$ cat config.mk
export PLATFORM = sky130hd
export DESIGN_NAME = llsc_unit
export DESIGN_NICKNAME = d
export VERILOG_FILES = /design/src/rtl/llsc_pkg.sv /design/src/rtl/llsc_link_flag.sv /design/src/rtl/llsc_seq.sv /design/src/rtl/llsc_unit.sv
export SDC_FILE = /design/constraint.sdc
export NUM_CORES = 1
export LEC_CHECK = 0
export BUFFER_PORTS_ARGS = -buffer_cell sky130_fd_sc_hd__buf_2
export CAP_MARGIN = 10
export CORE_MARGIN = 2
export CORE_UTILIZATION = 43
export CTS_BUF_LIST = sky130_fd_sc_hd__clkbuf_8
export DETAILED_ROUTE_END_ITERATION = 10
export GPL_TIMING_DRIVEN = 0
export PLACE_DENSITY = 0.87
export SLEW_MARGIN = 20
export SYNTH_ARGS = -nofsm -noshare
export SYNTH_HDL_FRONTEND = slang
export SYNTH_SLANG_ARGS = --single-unit
$ cat constraint.sdc
create_clock -name clk -period 1.4 [get_ports clk]
set_input_delay 0.28 -clock clk [delete_from_list [all_inputs] [get_ports clk]]
set_output_delay 0.28 -clock clk [all_outputs]
set_load 0.02 [all_outputs]
$ cat src/rtl/llsc_pkg.sv
`timescale 1ns/1ps
package llsc_pkg;
  typedef enum logic [1:0] {
    S_IDLE    = 2'd0,
    S_RD_REQ  = 2'd1,
    S_RD_WAIT = 2'd2,
    S_WR_REQ  = 2'd3
  } seq_state_t;

  // Next value of the reservation: clearing events win over a new load.
  function automatic logic link_next(input logic cur, input logic ll,
                                     input logic sc, input logic clr);
    if (clr || sc) return 1'b0;
    if (ll)        return 1'b1;
    return cur;
  endfunction

  // A conditional store commits exactly when the reservation is held.
  function automatic logic sc_commits(input logic link);
    return link;
  endfunction
endpackage

$ cat src/rtl/llsc_link_flag.sv
`timescale 1ns/1ps
module llsc_link_flag
  import llsc_pkg::*;
(
  input  logic clk,
  input  logic rst_n,
  input  logic ll_fire,
  input  logic sc_fire,
  input  logic exc_clear,
  output logic link_q,
  output logic t_q
);
  always_ff @(posedge clk) begin
    if (!rst_n) begin
      link_q <= 1'b0;
      t_q    <= 1'b0;
    end else begin
      link_q <= link_next(link_q, ll_fire, sc_fire, exc_clear);
      if (sc_fire) t_q <= sc_commits(link_q);
    end
  end

  p_ll_sets_r3: assert property (@(posedge clk) disable iff (!rst_n)
    (ll_fire && !exc_clear) |=> link_q);
  p_sc_clears_r6: assert property (@(posedge clk) disable iff (!rst_n)
    sc_fire |=> !link_q);
  p_exc_clears_r7: assert property (@(posedge clk) disable iff (!rst_n)
    exc_clear |=> !link_q);
  p_relink_holds_r8: assert property (@(posedge clk) disable iff (!rst_n)
    (link_q && ll_fire && !exc_clear) |=> link_q);
  p_t_copy_r4: assert property (@(posedge clk) disable iff (!rst_n)
    sc_fire |=> (t_q == $past(link_q)));
endmodule

$ cat src/rtl/llsc_seq.sv
`timescale 1ns/1ps
module llsc_seq
  import llsc_pkg::*;
#(
  parameter int AW = 32,
  parameter int DW = 32
) (
  input  logic          clk,
  input  logic          rst_n,
  input  logic          op_valid,
  input  logic          op_is_store,
  input  logic [AW-1:0] op_addr,
  input  logic [DW-1:0] op_wdata,
  input  logic          link_q,
  output logic          op_ready,
  output logic          ll_fire,
  output logic          sc_fire,
  output logic          mem_req_valid,
  input  logic          mem_req_ready,
  output logic          mem_req_write,
  output logic [AW-1:0] mem_req_addr,
  output logic [DW-1:0] mem_req_wdata,
  input  logic          mem_rsp_valid,
  input  logic [DW-1:0] mem_rsp_data,
  output logic          ld_done,
  output logic [DW-1:0] ld_data,
  output logic          st_done
);
  seq_state_t    state;
  logic [AW-1:0] addr_q;
  logic [DW-1:0] wdata_q;
  logic          accept;
  logic          req_fire;

  assign op_ready      = (state == S_IDLE);
  assign accept        = op_valid && op_ready;
  assign ll_fire       = accept && !op_is_store;
  assign sc_fire       = accept && op_is_store;
  assign mem_req_valid = (state == S_RD_REQ) || (state == S_WR_REQ);
  assign mem_req_write = (state == S_WR_REQ);
  assign mem_req_addr  = addr_q;
  assign mem_req_wdata = wdata_q;
  assign req_fire      = mem_req_valid && mem_req_ready;

  always_ff @(posedge clk) begin
    if (!rst_n) begin
      state   <= S_IDLE;
      addr_q  <= '0;
      wdata_q <= '0;
      ld_data <= '0;
      ld_done <= 1'b0;
      st_done <= 1'b0;
    end else begin
      ld_done <= 1'b0;
      st_done <= 1'b0;
      unique case (state)
        S_IDLE: begin
          if (accept) begin
            addr_q  <= op_addr;
            wdata_q <= op_wdata;
          end
          if (ll_fire) state <= S_RD_REQ;
          if (sc_fire) begin
            if (sc_commits(link_q)) state <= S_WR_REQ;
            else                    st_done <= 1'b1;
          end
        end
        S_RD_REQ:  if (req_fire) state <= S_RD_WAIT;
        S_RD_WAIT: if (mem_rsp_valid) begin
          ld_data <= mem_rsp_data;
          ld_done <= 1'b1;
          state   <= S_IDLE;
        end
        S_WR_REQ: if (req_fire) begin
          st_done <= 1'b1;
          state   <= S_IDLE;
        end
        default: state <= S_IDLE;
      endcase
    end
  end

  p_req_hold_r9: assert property (@(posedge clk) disable iff (!rst_n)
    (mem_req_valid && !mem_req_ready) |=> (mem_req_valid && $stable(mem_req_write)
      && $stable(mem_req_addr) && $stable(mem_req_wdata)));
  p_busy_after_ll_r10: assert property (@(posedge clk) disable iff (!rst_n)
    ll_fire |=> !op_ready);
  p_ld_result_r2: assert property (@(posedge clk) disable iff (!rst_n)
    ld_done |-> (ld_data == $past(mem_rsp_data)));
endmodule

$ cat src/rtl/llsc_unit.sv
`timescale 1ns/1ps
module llsc_unit
  import llsc_pkg::*;
#(
  parameter int AW = 32,
  parameter int DW = 32
) (
  input  logic          clk,
  input  logic          rst_n,
  input  logic          op_valid,
  input  logic          op_is_store,
  input  logic [AW-1:0] op_addr,
  input  logic [DW-1:0] op_wdata,
  output logic          op_ready,
  input  logic          exc_clear,
  output logic          mem_req_valid,
  input  logic          mem_req_ready,
  output logic          mem_req_write,
  output logic [AW-1:0] mem_req_addr,
  output logic [DW-1:0] mem_req_wdata,
  input  logic          mem_rsp_valid,
  input  logic [DW-1:0] mem_rsp_data,
  output logic          ld_done,
  output logic [DW-1:0] ld_data,
  output logic          st_done,
  output logic          t_bit
);
  logic link_q;
  logic ll_fire;
  logic sc_fire;

  llsc_link_flag u_flag (
    .clk(clk), .rst_n(rst_n), .ll_fire(ll_fire), .sc_fire(sc_fire),
    .exc_clear(exc_clear), .link_q(link_q), .t_q(t_bit)
  );

  llsc_seq #(.AW(AW), .DW(DW)) u_seq (
    .clk(clk), .rst_n(rst_n), .op_valid(op_valid), .op_is_store(op_is_store),
    .op_addr(op_addr), .op_wdata(op_wdata), .link_q(link_q),
    .op_ready(op_ready), .ll_fire(ll_fire), .sc_fire(sc_fire),
    .mem_req_valid(mem_req_valid), .mem_req_ready(mem_req_ready),
    .mem_req_write(mem_req_write), .mem_req_addr(mem_req_addr),
    .mem_req_wdata(mem_req_wdata), .mem_rsp_valid(mem_rsp_valid),
    .mem_rsp_data(mem_rsp_data), .ld_done(ld_done), .ld_data(ld_data),
    .st_done(st_done)
  );

  p_write_needs_t_r5: assert property (@(posedge clk) disable iff (!rst_n)
    (mem_req_valid && mem_req_write) |-> t_bit);
  p_one_done_r10: assert property (@(posedge clk) disable iff (!rst_n)
    $onehot0({ld_done, st_done}));
  p_fail_no_req_r5: assert property (@(posedge clk) disable iff (!rst_n)
    (sc_fire && !link_q) |=> !mem_req_valid);
endmodule

==> results.sh <==
export IMPL_syn_area_um2=4130
export IMPL_place_inst=787
export IMPL_drtIter0Drc=103
export IMPL_die_h_um=102
export IMPL_maxSlewHeadroom_pct=68.6
export IMPL_finalInstanceArea_um2=6310
export IMPL_drv_cap=0
export IMPL_cts_made_buffers=9
export IMPL_p_per_area_nw_per_um2=988
export IMPL_drc=0
export IMPL_slew_violations=0
export IMPL_grt_pass1_wl_um=17200
export IMPL_synthCells=455
export IMPL_ant_nets=0
export IMPL_wl_um=12400
export IMPL_top_level_ports=205
export IMPL_cts_root_buffer="clkbuf_8"
export IMPL_hpwl_um=8650
export IMPL_worstSetupStartpoint="u_seq.state[1]"
export IMPL_hold_buffers=0
export IMPL_grt_use_met2_pct=39.0
export IMPL_yosysTopAreaCell="dfxtp_1"
export IMPL_grt_pass1_vias=3799
export IMPL_layout_setup_ws_ps=-108
export IMPL_num_rows=35
export IMPL_finalHoldViolations=0
export IMPL_cts_buffer_depth=2
export IMPL_dpl_cell_area_um2=5310
export IMPL_grt_max_degree=17
export IMPL_r2r_start="u_seq.state[0]"
export IMPL_irDropWorstVdd_mv=0.445
export IMPL_synth_top_area_share_pct=49.4
export IMPL_overflow=0
export IMPL_setup_violations=41
export IMPL_p_seq_share_pct=50.2
export IMPL_synthTopCellsByCount="nand2_1, dfxtp_1, a21boi_2, a21boi_0, clkbuf_1"
export IMPL_cp_cell_sequence="buf_6 -> ha_4 -> nor2_4 -> inv_2 -> buf_6"
export IMPL_io_buffer_count=203
export IMPL_violations="negative setup slack"
export IMPL_synthDistinctLibCells=30
export IMPL_worst_path_buf_inv=3
export IMPL_worst_pin_slew_ps=471
export IMPL_startpoint_type="flop"
export IMPL_register_area_um2=2050
export IMPL_power_frac_clock_pct=27.3
export IMPL_min_delay_path_class="input port to flop"
export IMPL_diodes=0
export IMPL_critPathRequiredTime_ps=1120
export IMPL_syn2layout_area_growth_pct=52.7
export IMPL_syn_nets=562
export IMPL_crit_fanout=3
export IMPL_met1_usage_pct=22.4
export IMPL_initial_core_util_pct=44.5
export IMPL_clock_latency_ps=350
export IMPL_gp_congestion=0.789
export IMPL_antenna_found_initial=1
export IMPL_firstDrtPassIters=4
export IMPL_synth_most_common_cell="nand2_1"
export IMPL_busiest_layer="met2"
export IMPL_final_cells=822
export IMPL_sw_frac_of_total_pct=29.6
export IMPL_dr_total_vias=4019
export IMPL_p_total_mw=6.23
export IMPL_p_comb_share_pct=22.4
export IMPL_crit_path_frequent_cell="buf_6"
export IMPL_fill_cells=731
export IMPL_path_class="flop to output pin"
export IMPL_endpoint_kind="output pin"
export IMPL_leakagePower_nw=2.94
export IMPL_avgSynthCellArea_um2=9.08
export IMPL_die_area_um2=10400
export IMPL_setup_tns_ps=-737
export IMPL_run_status="finished, violations left"
export IMPL_layout_drive_gt1_share_pct=53.4
export IMPL_crit_arrival_ps=1230
export IMPL_grt_usage_pct=20.8
export IMPL_fin_crit_sh_pct=108
export IMPL_fin_nets=795
export IMPL_vias_per_cell=4.89
export IMPL_clkSinkCount=102
export IMPL_critPathMaxStageDelay_ps=340
export IMPL_p_int_mw=4.39
export IMPL_grt_met3_usage_pct=4.79
export IMPL_crit_family="flip-flops"
export IMPL_ys_seq_area_share_pct=49.4
export IMPL_rsz0062_at_grt="yes"
export IMPL_htreeDepth=3
export IMPL_min_delay_start="exc_clear"
export IMPL_synth_seq_cells=102
export IMPL_slowest_stage="dfxtp_2"
export IMPL_coreArea_um2=9280
export IMPL_synth_edf_count=0
export IMPL_synth_area_leaders="dfxtp_1, nand2_1, a21boi_2"
export IMPL_finalClockSkew_ps=10.1
export IMPL_fp_dieW_um=102
export IMPL_path_clk_slew_ps=90
export IMPL_ys_warn_count=0
export IMPL_layout_min_cycle_time_ps=1510
export IMPL_async_reset_ff_share_pct=0
export IMPL_p_switching_mw=1.84
export IMPL_routedWlPerCell_um=15.1
export IMPL_max_freq_mhz=663
export IMPL_multi_input_area_um2=2190
export IMPL_synthFlopType="dfxtp_1"
export IMPL_cts_tree="done"
## layer usage
layer  part of all wire (%)  vias up
met2                     52      165
li1                       -     1944
met4                    2.1        0
met5                      0        -
met3                    6.6       24
met1                     40     1886
## area by class of cell
type	count	area share [%]
buffer	30	4.78
clock buffer	10	2.18
clock inverter	6	0.634
inverter	4	0.278
multi-input combinational	318	34.7
sequential	102	32.4
tap	129	2.56
timing repair buffer	223	22.4
## power groups by stage
stage / Combinational, mW / Sequential, mW / Clock, mW
4_1_cts: 1.14 / 3.13 / 1.75
3_5_place_dp: 1.08 / 3.19 / 0
2_1_floorplan: 0.496 / 3.36 / 0
6_report: 1.40 / 3.13 / 1.70
3_3_place_gp: 1.04 / 3.18 / 0
5_1_grt: 1.50 / 3.14 / 1.87
## final timing paths
check	endpoint	slack, ps	cells past startpoint
worst max-delay path	mem_req_valid	-110	5
worst min-delay path	u_flag.link_q	80	2
worst min register to register	u_seq.ld_data[19]	450	2
worst max register to register	u_seq.mem_req_addr[30]	-70	7
## cell families after synthesis
family | count (synthesis) | synth area share (%)
buf+inv | 35 | 5.63
fa+ha+maj | 4 | 1.21
flops | 102 | 49.4
simple gates | 209 | 20.0
compound gates | 105 | 23.8
## per-stage QoR
stage	setup slack [ps]	utilization [%]	hold WS (ps)
after floorplan	42.2	-	356
after CTS	-127	61.0	58.8
after global placement	-171	57.2	443
after detailed placement	-324	57.2	446
final	-108	68.0	82.9
after global routing	-157	68.0	72.3
## placed cells by master, fill, tap and decap left out, types with 2 or more instances in the layout
cell        Yosys  routed
buf_2           8     201
nand2_1       194     151
dfxtp_1       102     100
a21boi_2       50      54
a21boi_1        0      30
nand2_4         0      26
nand2_2         1      17
clkbuf_16       0      13
buf_4           5      12
a21boi_0       46      12
clkbuf_1       11      10
clkbuf_8        0      10
buf_8           5       8
buf_6           0       5
buf_12          1       4
ha_4            0       4
inv_1           4       3
inv_2           0       2
and2_4          1       2
o21ai_0         2       2
o221a_2         2       2
nor2b_1         2       2
nor3b_1         2       2
clkinvlp_4      0       2
clkinv_4        0       2
## worst register-to-register path: stages (launching register included)
cell       delay [ps]
dfxtp_4           390
inv_4              80
ha_4              180
and2_4            220
buf_12            160
clkbuf_16         160
nand2_4            40
a21boi_2          150
## timing repair
action | 4_1_cts | 5_1_grt
gates resized for setup | 43 | 118
setup buffers | 6 | 2
pin swaps | 5 | 61
cloned | 0 | 13
endpoints found under the setup margin | 94 | 68
## flip-flops by register name, summed over array words and instances, names as in the netlist
| signal | cells |
|---|---|
| u_seq.mem_req_wdata | 32 |
| u_seq.st_done | 1 |
| u_seq.mem_req_addr | 32 |
| u_seq.ld_done | 1 |
| u_seq.ld_data | 32 |
| u_flag.t_q | 1 |
| u_flag.link_q | 1 |
| u_seq.state | 2 |
Power figures use the tool's default switching activity.
